==> src/rtl/erp_pkg.sv <==
package erp_pkg;
    typedef enum logic {
        S_IDLE  = 1'b0,
        S_PULSE = 1'b1
    } erp_state_e;

    localparam logic [7:0] KEY_HI_SET = 8'hA5;
    localparam logic [7:0] KEY_HI_CLR = 8'h5A;
    localparam logic [7:0] KEY_PP_SET = 8'hA8;
    localparam logic [7:0] KEY_PP_CLR = 8'h8A;
endpackage

==> src/rtl/erp_cfg_reg.sv <==
module erp_cfg_reg
    import erp_pkg::*;
#(
    parameter int PULSE_W = 20
) (
    input  logic               clk,
    input  logic               rst_n,
    input  logic               wr_en,
    input  logic [31:0]        wr_data,
    output logic               act_hi,
    output logic               push_pull,
    output logic [PULSE_W-1:0] width
);
    localparam int GAP_W = 30 - PULSE_W;

    logic [7:0] key;
    assign key = wr_data[31:24];

    always_ff @(posedge clk) begin
        if (!rst_n) begin
            act_hi    <= 1'b0;
            push_pull <= 1'b0;
            width     <= '0;
        end else if (wr_en) begin
            width <= wr_data[PULSE_W-1:0];
            unique case (key)
                KEY_HI_SET: act_hi    <= 1'b1;
                KEY_HI_CLR: act_hi    <= 1'b0;
                KEY_PP_SET: push_pull <= 1'b1;
                KEY_PP_CLR: push_pull <= 1'b0;
                default: ;
            endcase
        end
    end

    a_r2_width_load: assert property (@(posedge clk) disable iff (!rst_n)
        wr_en |=> width == $past(wr_data[PULSE_W-1:0]));
    a_r3_hi_set: assert property (@(posedge clk) disable iff (!rst_n)
        (wr_en && wr_data[31:24] == 8'hA5) |=> act_hi);
    a_r4_pp_clear: assert property (@(posedge clk) disable iff (!rst_n)
        (wr_en && wr_data[31:24] == 8'h8A) |=> !push_pull);
    a_r5_flags_hold: assert property (@(posedge clk) disable iff (!rst_n)
        (!wr_en || !(wr_data[31:24] inside {8'hA5, 8'h5A, 8'hA8, 8'h8A}))
        |=> ($stable(act_hi) && $stable(push_pull)));
    initial begin
        a_r2_gap_size: assert (GAP_W >= 1);
    end
endmodule

==> src/rtl/erp_pulse_fsm.sv <==
module erp_pulse_fsm
    import erp_pkg::*;
#(
    parameter int PULSE_W = 20
) (
    input  logic               clk,
    input  logic               rst_n,
    input  logic               timeout,
    input  logic               tick_1us,
    input  logic [PULSE_W-1:0] width,
    output logic               active
);
    erp_state_e         st, st_nx;
    logic [PULSE_W-1:0] cnt, cnt_nx;

    always_comb begin
        st_nx  = st;
        cnt_nx = cnt;
        unique case (st)
            S_IDLE: begin
                if (timeout) begin
                    st_nx  = S_PULSE;
                    cnt_nx = width;
                end
            end
            S_PULSE: begin
                if (tick_1us) begin
                    if (cnt == '0) st_nx = S_IDLE;
                    else           cnt_nx = cnt - 1'b1;
                end
            end
            default: st_nx = S_IDLE;
        endcase
    end

    always_ff @(posedge clk) begin
        if (!rst_n) begin
            st  <= S_IDLE;
            cnt <= '0;
        end else begin
            st  <= st_nx;
            cnt <= cnt_nx;
        end
    end

    always_comb begin
        active = (st == S_PULSE);
    end

    a_r6_end_on_last_tick: assert property (@(posedge clk) disable iff (!rst_n)
        (st == S_IDLE && $past(st) == S_PULSE) |-> ($past(tick_1us) && $past(cnt) == '0));
    a_r7_no_reload: assert property (@(posedge clk) disable iff (!rst_n)
        (st == S_PULSE && $past(st) == S_PULSE)
        |-> (cnt == $past(cnt) || cnt == $past(cnt) - 1'b1));
    a_r6_start_loads: assert property (@(posedge clk) disable iff (!rst_n)
        (st == S_IDLE && timeout) |=> (st == S_PULSE && cnt == $past(width)));
endmodule

==> src/rtl/erp_pad_drive.sv <==
module erp_pad_drive (
    input  logic clk,
    input  logic rst_n,
    input  logic active,
    input  logic act_hi,
    input  logic push_pull,
    output logic pad_do,
    output logic pad_oe
);
    logic level;

    always_comb begin
        level = active ? act_hi : ~act_hi;
        if (push_pull) begin
            pad_do = level;
            pad_oe = 1'b1;
        end else begin
            pad_do = 1'b0;
            pad_oe = active & ~act_hi;
        end
    end

    a_r9_od_only_when_low: assert property (@(posedge clk) disable iff (!rst_n)
        (!push_pull && pad_oe) |-> (active && !act_hi && !pad_do));
    a_r8_pp_driven: assert property (@(posedge clk) disable iff (!rst_n)
        push_pull |-> (pad_oe && (pad_do == (active == act_hi))));
endmodule

==> src/rtl/ext_reset_pulser.sv <==
module ext_reset_pulser #(
    parameter int PULSE_W = 20
) (
    input  logic        clk,
    input  logic        rst_n,
    input  logic        wr_en,
    input  logic [31:0] wr_data,
    output logic [31:0] rd_data,
    input  logic        tick_1us,
    input  logic        timeout,
    output logic        pad_do,
    output logic        pad_oe
);
    localparam int GAP_W = 30 - PULSE_W;

    logic               act_hi, push_pull, active;
    logic [PULSE_W-1:0] width;

    erp_cfg_reg #(.PULSE_W(PULSE_W)) u_cfg (
        .clk(clk), .rst_n(rst_n), .wr_en(wr_en), .wr_data(wr_data),
        .act_hi(act_hi), .push_pull(push_pull), .width(width)
    );

    erp_pulse_fsm #(.PULSE_W(PULSE_W)) u_fsm (
        .clk(clk), .rst_n(rst_n), .timeout(timeout), .tick_1us(tick_1us),
        .width(width), .active(active)
    );

    erp_pad_drive u_pad (
        .clk(clk), .rst_n(rst_n), .active(active), .act_hi(act_hi),
        .push_pull(push_pull), .pad_do(pad_do), .pad_oe(pad_oe)
    );

    assign rd_data = {act_hi, push_pull, {GAP_W{1'b0}}, width};
endmodule

==> config.mk <==
export PLATFORM = sky130hd
export DESIGN_NAME = ext_reset_pulser
export DESIGN_NICKNAME = d
export VERILOG_FILES = /design/src/rtl/erp_pkg.sv /design/src/rtl/erp_cfg_reg.sv /design/src/rtl/erp_pulse_fsm.sv /design/src/rtl/erp_pad_drive.sv /design/src/rtl/ext_reset_pulser.sv
export SDC_FILE = /design/constraint.sdc
export NUM_CORES = 1
export LEC_CHECK = 0
export ABC_AREA = 1
export ABC_CLOCK_PERIOD_IN_PS = 3500
export BUFFER_PORTS_ARGS = -buffer_cell sky130_fd_sc_hd__buf_2
export CAP_MARGIN = 5
export CORE_MARGIN = 3
export CORE_UTILIZATION = 30
export DETAILED_ROUTE_END_ITERATION = 8
export PLACE_DENSITY = 0.47
export RECOVER_POWER = 50
export SKIP_LAST_GASP = 1
export SYNTH_ARGS = -nofsm -noshare
export SYNTH_HDL_FRONTEND = slang
export SYNTH_SLANG_ARGS = --single-unit
==> constraint.sdc <==
create_clock -name clk -period 3.5 [get_ports clk]
set_input_delay 0.35 -clock clk [delete_from_list [all_inputs] [get_ports clk]]
set_output_delay 0.35 -clock clk [all_outputs]
set_load 0.01 [all_outputs]
==> results.sh <==
export IMPL_route_detailed_wl_per_inst_um=12.42
export IMPL_worst_endpoint_required_ps=3730
export IMPL_layout_worst_path_cycle_share=0.5315
export IMPL_cts_htree_levels=2
export IMPL_groute_usage_overall=0.1493
export IMPL_crit_reg2reg_capture="u_fsm.cnt[19]"
export IMPL_finalSetupTns_ps=0
export IMPL_postSynthCellCount=377
export IMPL_drt_first_iter_violations=121
export IMPL_insertion_delay_ps=300
export IMPL_final_cell_area_um2=2765
export IMPL_fmax_mhz=537.5
export IMPL_final_nets=464
export IMPL_ctsRootBufferMaster="clkbuf_8"
export IMPL_worst_r2r_path_depth=6
export IMPL_post_cts_setup_buffer_count=0
export IMPL_worst_setup_path_type="in -> reg"
export IMPL_io_pins=71
export IMPL_timing_max_cap_violations=0
export IMPL_path_max_fanout=24
export IMPL_design_core_area_um2=7767
export IMPL_dp_final_hpwl_mm=4.681
export IMPL_power_density_cell_area_nw_per_um2=463.0
export IMPL_n_antenna_cell=0
export IMPL_min_delay_path_class="in -> reg"
export IMPL_largest_net_degree_at_the_start_of_global_routing=39
export IMPL_ant_nets=0
export IMPL_layout_filler_cells=910
export IMPL_cts_tree="built"
export IMPL_finalWorstSetupSlack_ps=1640
export IMPL_ctsHoldBuffers=0
export IMPL_final_core_utilization=0.3560
export IMPL_die_h_um=95.51
export IMPL_average_cell_area_after_synthesis_um2=6.375
export IMPL_synth_area_um2=2404
export IMPL_areaGrowthSynthToFinish_pct=15.04
export IMPL_rows=32
export IMPL_grt_pass1_vias=2262
export IMPL_worst_clock_skew_ps=4.863
export IMPL_worstSetupEndpoint="u_cfg.act_hi"
export IMPL_post_route_cells_drive_above_1_share=0.1271
export IMPL_routed_wl_mm=6.543
export IMPL_clock_tree_buffer_depth=2
export IMPL_grt_antenna_before_repair=0
export IMPL_io_buffer_count=56
export IMPL_grt_overflow_total=0
export IMPL_grt_pass1_wl_mm=10.73
export IMPL_ys_top_cells_by_area="dfxtp_1 (36%), nor2_1 (14%), nand2_1 (10%)"
export IMPL_preCtsSetupSlack_ps=1592
export IMPL_firstDrtPassIters=4
export IMPL_drc_errors=0
export IMPL_vdd_drop_max_uv=124.8
export IMPL_clk_pin_slew_ps=80
export IMPL_timing_final_setup_violations=0
export IMPL_total_leakage_power_nw=1.259
export IMPL_startpoint_of_the_most_critical_register_to_register_path="u_fsm.active"
export IMPL_netlist_area_leader_share=0.3581
export IMPL_numCtsBuffers=5
export IMPL_placement_cell_area_um2=2694
export IMPL_final_max_slew_violation_count=0
export IMPL_synth_sequential_area_ratio=0.3581
export IMPL_clock_sink_count=43
export IMPL_critPathLaunch="wr_en"
export IMPL_grt_setup_unrepaired="false"
export IMPL_dr_total_vias=2443
export IMPL_postSynthRegisterBits=43
export IMPL_yosysTopAreaCell="dfxtp_1"
export IMPL_yosys_warnings=0
export IMPL_slew_headroom=0.4154
export IMPL_layout_min_cycle_time_ps=1860
export IMPL_cp_data_arrival_time_ps=2090
export IMPL_timing_final_hold_violations=0
export IMPL_globalplace_congestion=0.8756
export IMPL_reg2reg_slack_ps=1670
export IMPL_die_area_um2=9122
export IMPL_outcome="finished, final reports clean"
export IMPL_drt_vias_per_instance=4.636
export IMPL_start_util=0.3094
export IMPL_cts_resized=0
export IMPL_die_width_um=95.51
export IMPL_synth_distinct_cells=29
export IMPL_timing_critical_path_to_type="flip-flop"
export IMPL_slew_at_the_pin_closest_to_its_max_slew_limit_ps=877.0
export IMPL_critical_path_launch_point_type="primary input"
-- how the worst min path moves through the flow --
stage / from / to / slack [ps] / cells past startpoint
after floorplan: u_fsm.cnt[1] / u_fsm.cnt[1] / 460 / 2
after global placement: u_cfg.width[3] / u_cfg.width[3] / 470 / 2
after detailed placement: u_cfg.width[3] / u_cfg.width[3] / 480 / 2
after CTS: wr_data[10] / u_cfg.width[10] / 260 / 3
after global routing: wr_data[10] / u_cfg.width[10] / 280 / 3
final: wr_data[10] / u_cfg.width[10] / 270 / 3
-- Yosys cell counts --
cell      instances
ha_1              3
buf_2             1
nor2_2            2
o21ai_1           9
nand3b_1          2
or2_2             4
or2_0             1
clkinv_1          1
a21oi_1          24
nand2_1          64
clkinv_2          1
xnor2_1           1
nand3_2           2
conb_1            1
buf_6             2
nor3b_1           1
nor2_1           90
dfxtp_1          43
a31oi_1           2
clkbuf_1         10
nand3_1          17
nand2_2           2
o21ai_0          45
buf_4            12
nand2_4           1
inv_1            30
nand4_1           4
nor2_4            1
buf_1             1
-- registers in the layout, summed over array words and instances (netlist names) --
name / count
u_cfg.width: 20
u_fsm.cnt: 20
u_cfg.act_hi: 1
u_cfg.push_pull: 1
u_fsm.active: 1
-- power breakdown --
part / switching (mW) / total [mW] / internal [mW]
Clock: 0.174 / 0.354 / 0.180
Combinational: 0.235 / 0.357 / 0.122
Sequential: 0.0383 / 0.569 / 0.531
-- metrics by stage --
step | instances | total power [mW] | hold slack [ps]
after detailed placement | 519 | 0.9449 | 481.7
after floorplan | 386 | 0.8481 | 461.7
after global routing | 527 | 1.378 | 277.4
final | 527 | 1.280 | 265.3
after global placement | 519 | 0.9388 | 475.0
after CTS | 527 | 1.302 | 261.0
-- layout make-up --
cell class	count	area (um^2)	area share
multi-input combinational	285	1296	0.4688
sequential	43	860.8	0.3113
timing repair buffer	57	259.0	0.09367
tap	102	127.6	0.04615
inverter	32	121.4	0.04389
clock buffer	8	100.1	0.03620
-- cells by family after synthesis --
group | Yosys count | synth area share
AO/OA/AOI/OAI | 80 | 0.1676
XOR/XNOR | 1 | 0.003645
adder cells (fa/ha/maj) | 3 | 0.01562
buffers and inverters | 58 | 0.1166
flip-flops | 43 | 0.3581
other | 1 | 0.001560
AND/OR/NAND/NOR | 191 | 0.3368
-- worst max-delay path: stages --
cell	delay (ps)
clkbuf_1	640
inv_1	610
nor2_1	270
a31oi_1	110
nor2_1	100
-- layout by cell type (no fill, tap or decap), types with 2 or more instances in the layout --
master	instances
dfxtp_1	43
clkbuf_1	24
nand3_2	2
a31oi_1	2
o21ai_0	45
nand2_2	2
nand4_1	4
nand3_1	17
o21ai_1	9
or2_2	4
inv_1	30
buf_2	33
nor2_2	2
clkbuf_8	7
conb_1	10
ha_1	3
nor2_1	90
nand3b_1	2
a21oi_1	24
nand2_1	64
-- layer usage --
layer / vias to the layer above / track usage / part of all wire
met1: 1102 / 0.2053 / 0.49
met3: 10 / 0.02131 / 0.045
met5: - / 0 / 0
met2: 51 / 0.2379 / 0.45
met4: 0 / 0.05213 / 0.018
li1: 1280 / - / -
No activity file was read; power rests on OpenSTA's default activity.
